<file path="config.mk">
export PLATFORM = sky130hd
export DESIGN_NAME = zt_sram
export DESIGN_NICKNAME = d
export VERILOG_FILES = /design/src/rtl/zt_sram_pkg.sv /design/src/rtl/zt_sram_cmd.sv /design/src/rtl/zt_sram_pipe.sv /design/src/rtl/zt_sram_array.sv /design/src/rtl/zt_sram.sv
export SDC_FILE = /design/constraint.sdc
export NUM_CORES = 2
export LEC_CHECK = 0
export BUFFER_PORTS_ARGS = -buffer_cell sky130_fd_sc_hd__buf_4
export CORE_UTILIZATION = 36
export CTS_BUF_LIST = sky130_fd_sc_hd__clkbuf_16
export CTS_CLUSTER_SIZE = 24
export DETAILED_ROUTE_END_ITERATION = 6
export GPL_TIMING_DRIVEN = 0
export HOLD_SLACK_MARGIN = 0.03
export PLACE_DENSITY_LB_ADDON = 0.1
export SETUP_SLACK_MARGIN = 0.15
export SLEW_MARGIN = 20
export SYNTH_ARGS = -nofsm -noshare
export SYNTH_HDL_FRONTEND = slang
export SYNTH_SLANG_ARGS = --single-unit
</file>
<file path="constraint.sdc">
create_clock -name clk -period 2.7 [get_ports clk]
set_input_delay 0.135 -clock clk [delete_from_list [all_inputs] [get_ports clk]]
set_output_delay 0.135 -clock clk [all_outputs]
set_load 0.02 [all_outputs]
</file>
<file path="src/rtl/zt_sram_pkg.sv">
package zt_sram_pkg;

   typedef enum logic {
      OP_WR = 1'b0,
      OP_RD = 1'b1
   } op_e;

   function automatic logic sel_active(input logic a_n, input logic b_n, input logic c);
      return (!a_n) && (!b_n) && c;
   endfunction

endpackage

</file>
<file path="src/rtl/zt_sram_cmd.sv">
module zt_sram_cmd
   import zt_sram_pkg::*;
#(
   parameter int ADDR_W  = 6,
   parameter int LANES   = 4,
   parameter int BURST_W = 2
) (
   input  logic              clk,
   input  logic              rst_n,
   input  logic              en,
   input  logic [ADDR_W-1:0] addr,
   input  logic              adv_ld,
   input  logic              rd_wr_n,
   input  logic [LANES-1:0]  bw_n,
   input  logic              ce_a_n,
   input  logic              ce_b_n,
   input  logic              ce_c,
   output logic              cmd_valid,
   output op_e               cmd_op,
   output logic [ADDR_W-1:0] cmd_addr,
   output logic [LANES-1:0]  cmd_bw_n,
   output logic [ADDR_W-1:0] last_addr
);

   logic [ADDR_W-1:0] base_q;
   op_e               op_q;
   logic              sel_q;
   logic [ADDR_W-1:0] step_addr;
   logic [BURST_W-1:0] low_nxt;

   assign low_nxt = base_q[BURST_W-1:0] + BURST_W'(1);

   generate
      if (BURST_W == ADDR_W) begin : g_full_wrap
         assign step_addr = low_nxt;
      end else begin : g_block_wrap
         assign step_addr = {base_q[ADDR_W-1:BURST_W], low_nxt};
      end
   endgenerate

   always_comb begin
      if (adv_ld) begin
         cmd_addr  = step_addr;
         cmd_op    = op_q;
         cmd_valid = sel_q;
      end else begin
         cmd_addr  = addr;
         cmd_op    = op_e'(rd_wr_n);
         cmd_valid = sel_active(ce_a_n, ce_b_n, ce_c);
      end
   end

   assign cmd_bw_n  = bw_n;
   assign last_addr = base_q;

   always_ff @(posedge clk or negedge rst_n) begin
      if (!rst_n) begin
         base_q <= '0;
         op_q   <= OP_RD;
         sel_q  <= 1'b0;
      end else if (en) begin
         base_q <= cmd_addr;
         op_q   <= cmd_op;
         sel_q  <= cmd_valid;
      end
   end

endmodule

</file>
<file path="src/rtl/zt_sram_pipe.sv">
module zt_sram_pipe
   import zt_sram_pkg::*;
#(
   parameter int ADDR_W = 6,
   parameter int LANES  = 4
) (
   input  logic              clk,
   input  logic              rst_n,
   input  logic              en,
   input  logic              cmd_valid,
   input  op_e               cmd_op,
   input  logic [ADDR_W-1:0] cmd_addr,
   input  logic [LANES-1:0]  cmd_bw_n,
   output logic              s1_valid,
   output op_e               s1_op,
   output logic [ADDR_W-1:0] s1_addr,
   output logic              rd_req,
   output logic [ADDR_W-1:0] rd_addr,
   output logic              wr_req,
   output logic [ADDR_W-1:0] wr_addr,
   output logic [LANES-1:0]  wr_bw_n,
   output logic              drv
);

   logic [LANES-1:0]  s1_bw_n;
   logic              s2_valid;
   op_e               s2_op;
   logic [ADDR_W-1:0] s2_addr;
   logic [LANES-1:0]  s2_bw_n;

   always_ff @(posedge clk or negedge rst_n) begin
      if (!rst_n) begin
         s1_valid <= 1'b0;
         s1_op    <= OP_RD;
         s1_addr  <= '0;
         s1_bw_n  <= '1;
         s2_valid <= 1'b0;
         s2_op    <= OP_RD;
         s2_addr  <= '0;
         s2_bw_n  <= '1;
         drv      <= 1'b0;
      end else if (en) begin
         s1_valid <= cmd_valid;
         s1_op    <= cmd_op;
         s1_addr  <= cmd_addr;
         s1_bw_n  <= cmd_bw_n;
         s2_valid <= s1_valid;
         s2_op    <= s1_op;
         s2_addr  <= s1_addr;
         s2_bw_n  <= s1_bw_n;
         drv      <= s1_valid && (s1_op == OP_RD);
      end
   end

   assign rd_req  = en && s1_valid && (s1_op == OP_RD);
   assign rd_addr = s1_addr;
   assign wr_req  = en && s2_valid && (s2_op == OP_WR);
   assign wr_addr = s2_addr;
   assign wr_bw_n = s2_bw_n;

endmodule

</file>
<file path="src/rtl/zt_sram_array.sv">
module zt_sram_array #(
   parameter int ADDR_W = 6,
   parameter int LANES  = 4,
   parameter int LANE_W = 9
) (
   input  logic                    clk,
   input  logic                    rst_n,
   input  logic                    wr_req,
   input  logic [ADDR_W-1:0]       wr_addr,
   input  logic [LANES-1:0]        wr_bw_n,
   input  logic [LANES*LANE_W-1:0] wr_data,
   input  logic                    rd_req,
   input  logic [ADDR_W-1:0]       rd_addr,
   output logic [LANES*LANE_W-1:0] rd_data
);

   localparam int DEPTH = 1 << ADDR_W;

   logic same_addr;
   assign same_addr = (wr_addr == rd_addr);

   generate
      for (genvar g = 0; g < LANES; g++) begin : g_lane
         logic [LANE_W-1:0] store [DEPTH];
         logic [LANE_W-1:0] wd;
         logic [LANE_W-1:0] rq;
         logic              hit;

         assign wd  = wr_data[g*LANE_W +: LANE_W];
         assign hit = wr_req && !wr_bw_n[g];

         always_ff @(posedge clk) begin
            if (hit) store[wr_addr] <= wd;
         end

         always_ff @(posedge clk or negedge rst_n) begin
            if (!rst_n) begin
               rq <= '0;
            end else if (rd_req) begin
               rq <= (hit && same_addr) ? wd : store[rd_addr];
            end
         end

         assign rd_data[g*LANE_W +: LANE_W] = rq;
      end
   endgenerate

endmodule

</file>
<file path="src/rtl/zt_sram.sv">
module zt_sram
   import zt_sram_pkg::*;
#(
   parameter int ADDR_W  = 6,
   parameter int LANES   = 4,
   parameter int LANE_W  = 9,
   parameter int BURST_W = 2
) (
   input  logic                    clk,
   input  logic                    rst_n,
   input  logic                    cke_n,
   input  logic                    sleep,
   input  logic [ADDR_W-1:0]       addr,
   input  logic                    adv_ld,
   input  logic                    rd_wr_n,
   input  logic [LANES-1:0]        bw_n,
   input  logic                    ce_a_n,
   input  logic                    ce_b_n,
   input  logic                    ce_c,
   input  logic                    oe_n,
   input  logic [LANES*LANE_W-1:0] dq_in,
   output logic [LANES*LANE_W-1:0] dq_out,
   output logic                    dq_oe
);

   localparam int DATA_W = LANES * LANE_W;

   generate
      if (ADDR_W < 1) begin : g_bad_addr
         $error("zt_sram: ADDR_W must be at least 1");
      end
      if (LANES < 1 || LANE_W < 1) begin : g_bad_lane
         $error("zt_sram: LANES and LANE_W must be at least 1");
      end
      if (BURST_W < 1 || BURST_W > ADDR_W) begin : g_bad_burst
         $error("zt_sram: BURST_W must lie in 1..ADDR_W");
      end
   endgenerate

   logic              en;
   logic              cmd_valid;
   op_e               cmd_op;
   logic [ADDR_W-1:0] cmd_addr;
   logic [LANES-1:0]  cmd_bw_n;
   logic [ADDR_W-1:0] last_addr;
   logic              s1_valid;
   op_e               s1_op;
   logic [ADDR_W-1:0] s1_addr;
   logic              s1_rd;
   logic              rd_req;
   logic [ADDR_W-1:0] rd_addr;
   logic              wr_req;
   logic [ADDR_W-1:0] wr_addr;
   logic [LANES-1:0]  wr_bw_n;
   logic              drv;
   logic [DATA_W-1:0] rd_data;

   assign en    = !cke_n && !sleep;
   assign s1_rd = (s1_op == OP_RD);

   zt_sram_cmd #(.ADDR_W(ADDR_W), .LANES(LANES), .BURST_W(BURST_W)) u_cmd (
      .clk       (clk),
      .rst_n     (rst_n),
      .en        (en),
      .addr      (addr),
      .adv_ld    (adv_ld),
      .rd_wr_n   (rd_wr_n),
      .bw_n      (bw_n),
      .ce_a_n    (ce_a_n),
      .ce_b_n    (ce_b_n),
      .ce_c      (ce_c),
      .cmd_valid (cmd_valid),
      .cmd_op    (cmd_op),
      .cmd_addr  (cmd_addr),
      .cmd_bw_n  (cmd_bw_n),
      .last_addr (last_addr)
   );

   zt_sram_pipe #(.ADDR_W(ADDR_W), .LANES(LANES)) u_pipe (
      .clk       (clk),
      .rst_n     (rst_n),
      .en        (en),
      .cmd_valid (cmd_valid),
      .cmd_op    (cmd_op),
      .cmd_addr  (cmd_addr),
      .cmd_bw_n  (cmd_bw_n),
      .s1_valid  (s1_valid),
      .s1_op     (s1_op),
      .s1_addr   (s1_addr),
      .rd_req    (rd_req),
      .rd_addr   (rd_addr),
      .wr_req    (wr_req),
      .wr_addr   (wr_addr),
      .wr_bw_n   (wr_bw_n),
      .drv       (drv)
   );

   zt_sram_array #(.ADDR_W(ADDR_W), .LANES(LANES), .LANE_W(LANE_W)) u_array (
      .clk     (clk),
      .rst_n   (rst_n),
      .wr_req  (wr_req),
      .wr_addr (wr_addr),
      .wr_bw_n (wr_bw_n),
      .wr_data (dq_in),
      .rd_req  (rd_req),
      .rd_addr (rd_addr),
      .rd_data (rd_data)
   );

   assign dq_out = rd_data;
   assign dq_oe  = drv && !oe_n && !sleep;

endmodule

</file>
Word-level counts from Yosys, hierarchy flattened. Memory sizes are Yosys's and may differ from the RTL's. A register that Yosys moved wholly into a read port is not among the register bits. Cells that the tools add are included.

Add/subtract/negate cells: 1. Mux-type cells: 11. Bitwise logic cells: 2. Reductions and logical operators: 28.

Operators by type and width (count): logical AND 1 bit (14); zero test 1 bit (13); two-way mux 1 bit (10); two-way mux 6 bit (1); adder 2 x 1 -> 2 bit (second input constant) (1); NOT 1 bit (2); AND reduction 2 bit (1).

Bits in registers: 25. Bits in writable memories: 2304. Input bits: 56. Output and inout bits: 37. Memories: 4.

Memory list: u_array.g_lane[0].store (words 64, width 9, rd ports 1, clocked after memory_dff 1, write ports 1, RTL line zt_sram_array.sv:24) `logic [LANE_W-1:0] store [DEPTH];`; u_array.g_lane[1].store (words 64, width 9, rd ports 1, clocked after memory_dff 1, write ports 1, RTL line zt_sram_array.sv:24); u_array.g_lane[2].store (words 64, width 9, rd ports 1, clocked after memory_dff 1, write ports 1, RTL line zt_sram_array.sv:24); u_array.g_lane[3].store (words 64, width 9, rd ports 1, clocked after memory_dff 1, write ports 1, RTL line zt_sram_array.sv:24).

Logic depth before layout (Yosys ltp).
Word-level depth: 7. Depth in mapped cells: 13. Depth with buffers taken out: 6.

Cells and area by module. A second synthesis with hierarchy kept.

Cells, all modules: 4269. Area total of the unflattened synthesis: 91626.6 µm².

Modules (own cells, without submodules): zt_sram_array (instances 1, cells an instance 4161, area each 90028.8 µm², seq. area each 70087.2 µm²); zt_sram_pipe (instances 1, cells an instance 63, area each 1098.6 µm², seq. area each 638.1 µm²); zt_sram_cmd (instances 1, cells an instance 43, area each 483.0 µm², seq. area each 201.4 µm²); zt_sram (instances 1, cells an instance 2, area each 16.3 µm², seq. area each 0.0 µm²).

Worst setup path after synthesis. Ideal clock, no wire load.

Path type: reg-to-reg. Start: register u_pipe.s1_addr[0] (netlist: u_pipe.rd_addr[0]). End: register u_array.g_lane[3].rq[6], read port of u_array.g_lane[3].store. Library setup time: 0.129 ns. Arrival: 2.213 ns. Data required time: 2.571 ns. Path slack: 0.358 ns. Cell stages (with the launch flop): 9. Path buffers: 3. Period minus slack after synthesis: 2.342 ns. Cells stage by stage: dfrtp_1 buf_6 buf_6 buf_2 mux4_2 mux4_2 mux2_2 nand4_1 nand3_1.

RTL lines: start, declared (RTL line zt_sram_pipe.sv:16) `output logic [ADDR_W-1:0] s1_addr,`; start signal, assigned (RTL line zt_sram_pipe.sv:45) `s1_addr <= cmd_addr;`; end, declared (RTL line zt_sram_array.sv:26) `logic [LANE_W-1:0] rq;`.

==> metrics.txt <==
critical path's slowest cell nand2b_1; Synth Net Count around 4,300; Die H 506.0 um; most frequent cells after synthesis edfxtp_1, mux4_2, nor2_1; H-Tree Depth 5; Synth area leaders edfxtp_1, mux4_2, dfrtp_1, a22oi_1, nor2_1; post-route cell area between 0.1 and 0.15 mm2; Area Growth Syn to Fin 26.51%; die footprint about 0.26 mm2; Final Cycle Share 1.110; # clock sinks ~2,400; synth warn 0; routed vias/inst approximately 6; Yosys top cell area share 0.7565; dominant synthesized flop cell edfxtp_1; maximum vdd drop ~0.65 mV; CP Class reg -> reg; synthesized area between 0.09 and 0.1 mm2; die width just over 500 um; CP peak stage delay slightly below 0.9 ns; Fin. Hold Viols 0; post-synth cell types between 50 and 60; port buffer count 92; failing checks negative setup slack; worst-skew pair later-pin latency 0.91 ns; status complete, but fails checks; Fill cells 21,221; HP Class in -> reg; Via Count between 50,000 and 60,000; Peak Freq between 300 and 400 MHz; Detailed Route Iter0 Violations between 6,000 and 7,000; syn_area_per_cell 21.30 um2; EDFF count, synth around 2,300; fraction of registers with async set/reset 0.02579; register area share after synthesis 0.7734; Worst Clk Skew about 0.045 ns; CTS Buffer Depth 4; CTS tree done; Congestion Overflow GR 0; vias in the first global route between 40,000 and 50,000; synthesized flop and latch total roughly 2,400; layout cells sized above 1 0.4139; DR DRC count 0; largest net degree at the start of global routing 66; row cnt between 150 and 200; first-pass GRT wire length 450.9 mm; critical path startpoint category register; hold slack 0.09742 ns; Total Nets Final about 5,100; Hold Path Cell Cnt 4; CP cell instances buf_6, nand2b_1, nor3_1, a2111oi_4, nor3_2, a221o_1; Reg clk slew, reported paths ~0.060 ns; Core Area roughly 0.25 mm2; antenna violation net count after detailed routing 0; initial antenna violation count 14; area leader, netlist edfxtp_1; CP Capture Type register; slew margin rel. 0.2483; Slew @ Worst Pin approximately 1.1 ns; RSZ-0062 raised after global routing yes; Total Wirelength between 300 and 400 mm; Leak 36.66 nW; GRT Util Overall 0.2645; most common cell in the netlist edfxtp_1; initial cell density of the core 0.3631; I/O pins 93; Slew Limit Fails 0; Post-Syn Instances around 4,300; setup_tns -8.217 ns; wire per inst 39.73 um; Final Worst Setup Slack -0.2959 ns; Final setup viols 36; min cycle time layout 2.996 ns; Post-DP HPWL 226.4 mm; PwrDens ~840 mW/mm2; Inserted Clock Buffers roughly 280; r2r worst-path depth 6; Placer Congestion 0.9174; root buffer cell clkbuf_16; max-cap viol count 0; DRT Pass-1 Iters 5; Crit Path Max Fanout 10; CP arrival around 3.8 ns; WP data required between 3 and 4 ns; DP Area 0.09744 mm2
[critical path, delay by kind of cell, from the launching register on]
family	cells	cell delay, ns
AOI/OAI and AO/OA	2	0.81
buffers and inverters	1	0.29
DFF	1	0.52
and+or+nand+nor	3	1.24
[report_power, final]
group | switching, mW | internal [mW]
Sequential | 0.528 | 40.6
Clock | 14.7 | 20.0
Combinational | 12.3 | 8.70
[layout by cell type (no fill, tap or decap), types with 47 or more instances in the layout]
master | synthesis | final
clkinv_1 | 1 | 58
clkbuf_2 | 1 | 47
nand2_1 | 122 | 57
mux4_2 | 564 | 564
dfrtp_1 | 51 | 51
edfxtp_1 | 2304 | 2304
mux2i_1 | 105 | 89
a22oi_1 | 160 | 87
inv_1 | 4 | 77
buf_4 | 22 | 247
nand2_2 | 0 | 52
dlygate4sd3_1 | 0 | 71
buf_12 | 0 | 187
clkbuf_16 | 0 | 296
buf_16 | 0 | 57
a21oi_1 | 124 | 72
nor2_4 | 0 | 245
a22oi_2 | 0 | 73
[registers in the layout, indices dropped and copies added (netlist names)]
| name | flops |
|---|---|
| u_pipe.rd_addr | 6 |
| u_pipe.drv | 1 |
| u_pipe.s1_op | 1 |
| u_pipe.wr_addr | 6 |
| u_pipe.s2_op | 1 |
| u_array.g_lane.store | 2304 |
| u_pipe.wr_bw_n | 4 |
| u_pipe.s2_valid | 1 |
| u_array.g_lane.rq | 36 |
| u_pipe.s1_valid | 1 |
| u_pipe.s1_bw_n | 4 |
[path summary, 6_finish.rpt]
path | start | slack, ns | endpoint
min in group asynchronous | rst_n | 0.42 | u_pipe.wr_bw_n[3]$_DFFE_PN1N_
min reg2reg | u_pipe.s2_valid$_DFFE_PN0N_ | 0.51 | u_pipe.s2_valid$_DFFE_PN0N_
max in group asynchronous | rst_n | 1.82 | u_array.g_lane[1].rq[2]$_DFFE_PN0P_
max | u_pipe.rd_addr[3]$_DFFE_PN0P_ | -0.30 | u_array.g_lane[0].rq[2]$_DFFE_PN0P_
min | addr[1] | 0.1 | u_pipe.rd_addr[1]$_DFFE_PN0N_
max reg2reg | u_pipe.rd_addr[3]$_DFFE_PN0P_ | -0.30 | u_array.g_lane[0].rq[2]$_DFFE_PN0P_
[routing by layer]
layer  track usage  wire, um  up-vias
met2        0.4175    160800     2404
li1              -         -    19615
met3       0.04952     25080      592
met4        0.1134     17180        0
met5             0         0        -
met1        0.3591    139700    27644
[kinds of logic after synthesis]
group	after synthesis	synth area share
buf+inv	265	0.01598
mux	711	0.1556
compound gates	415	0.02944
simple gates	531	0.02509
xor+xnor	6	0.0005746
flops	2365	0.7734
[layout make-up]
cell class / instances / area (um2) / share of cell area
clock buffer: 289 / 7232 / 0.06251
timing repair buffer: 515 / 6715 / 0.05804
sequential: 2365 / 70730 / 0.6113
buffer: 260 / 3238 / 0.02799
tap: 3348 / 4189 / 0.03621
inverter: 5 / 23.77 / 0.0002055
multi-input combinational: 1663 / 22590 / 0.1953
clock inverter: 175 / 965.9 / 0.008348
antenna: 7 / 17.52 / 0.0001514
[repair_timing]
item | CTS | global route
hold buffers | 72 | 0
cloned | 2 | 6
buffers inserted | 174 | 135
resized for setup | 965 | 279
pin swaps | 145 | 81
endpoints found under the setup margin | 2349 | 2341
endpoints found under the hold margin | 2407 | 0
[metrics by stage]
stage	total power, mW	util	std cells	setup WS (ns)
after CTS	95.56	0.4485	8479	-0.2919
after detailed placement	58.64	0.3869	7767	-2.497
after global routing	99.06	0.4594	8625	-0.3379
after global placement	58.36	0.3825	7733	-3.582
after floorplan	50.27	-	4293	0.3579
final	96.90	0.4594	8627	-0.2959
Note: power is estimated with default switching activity, not from simulation.
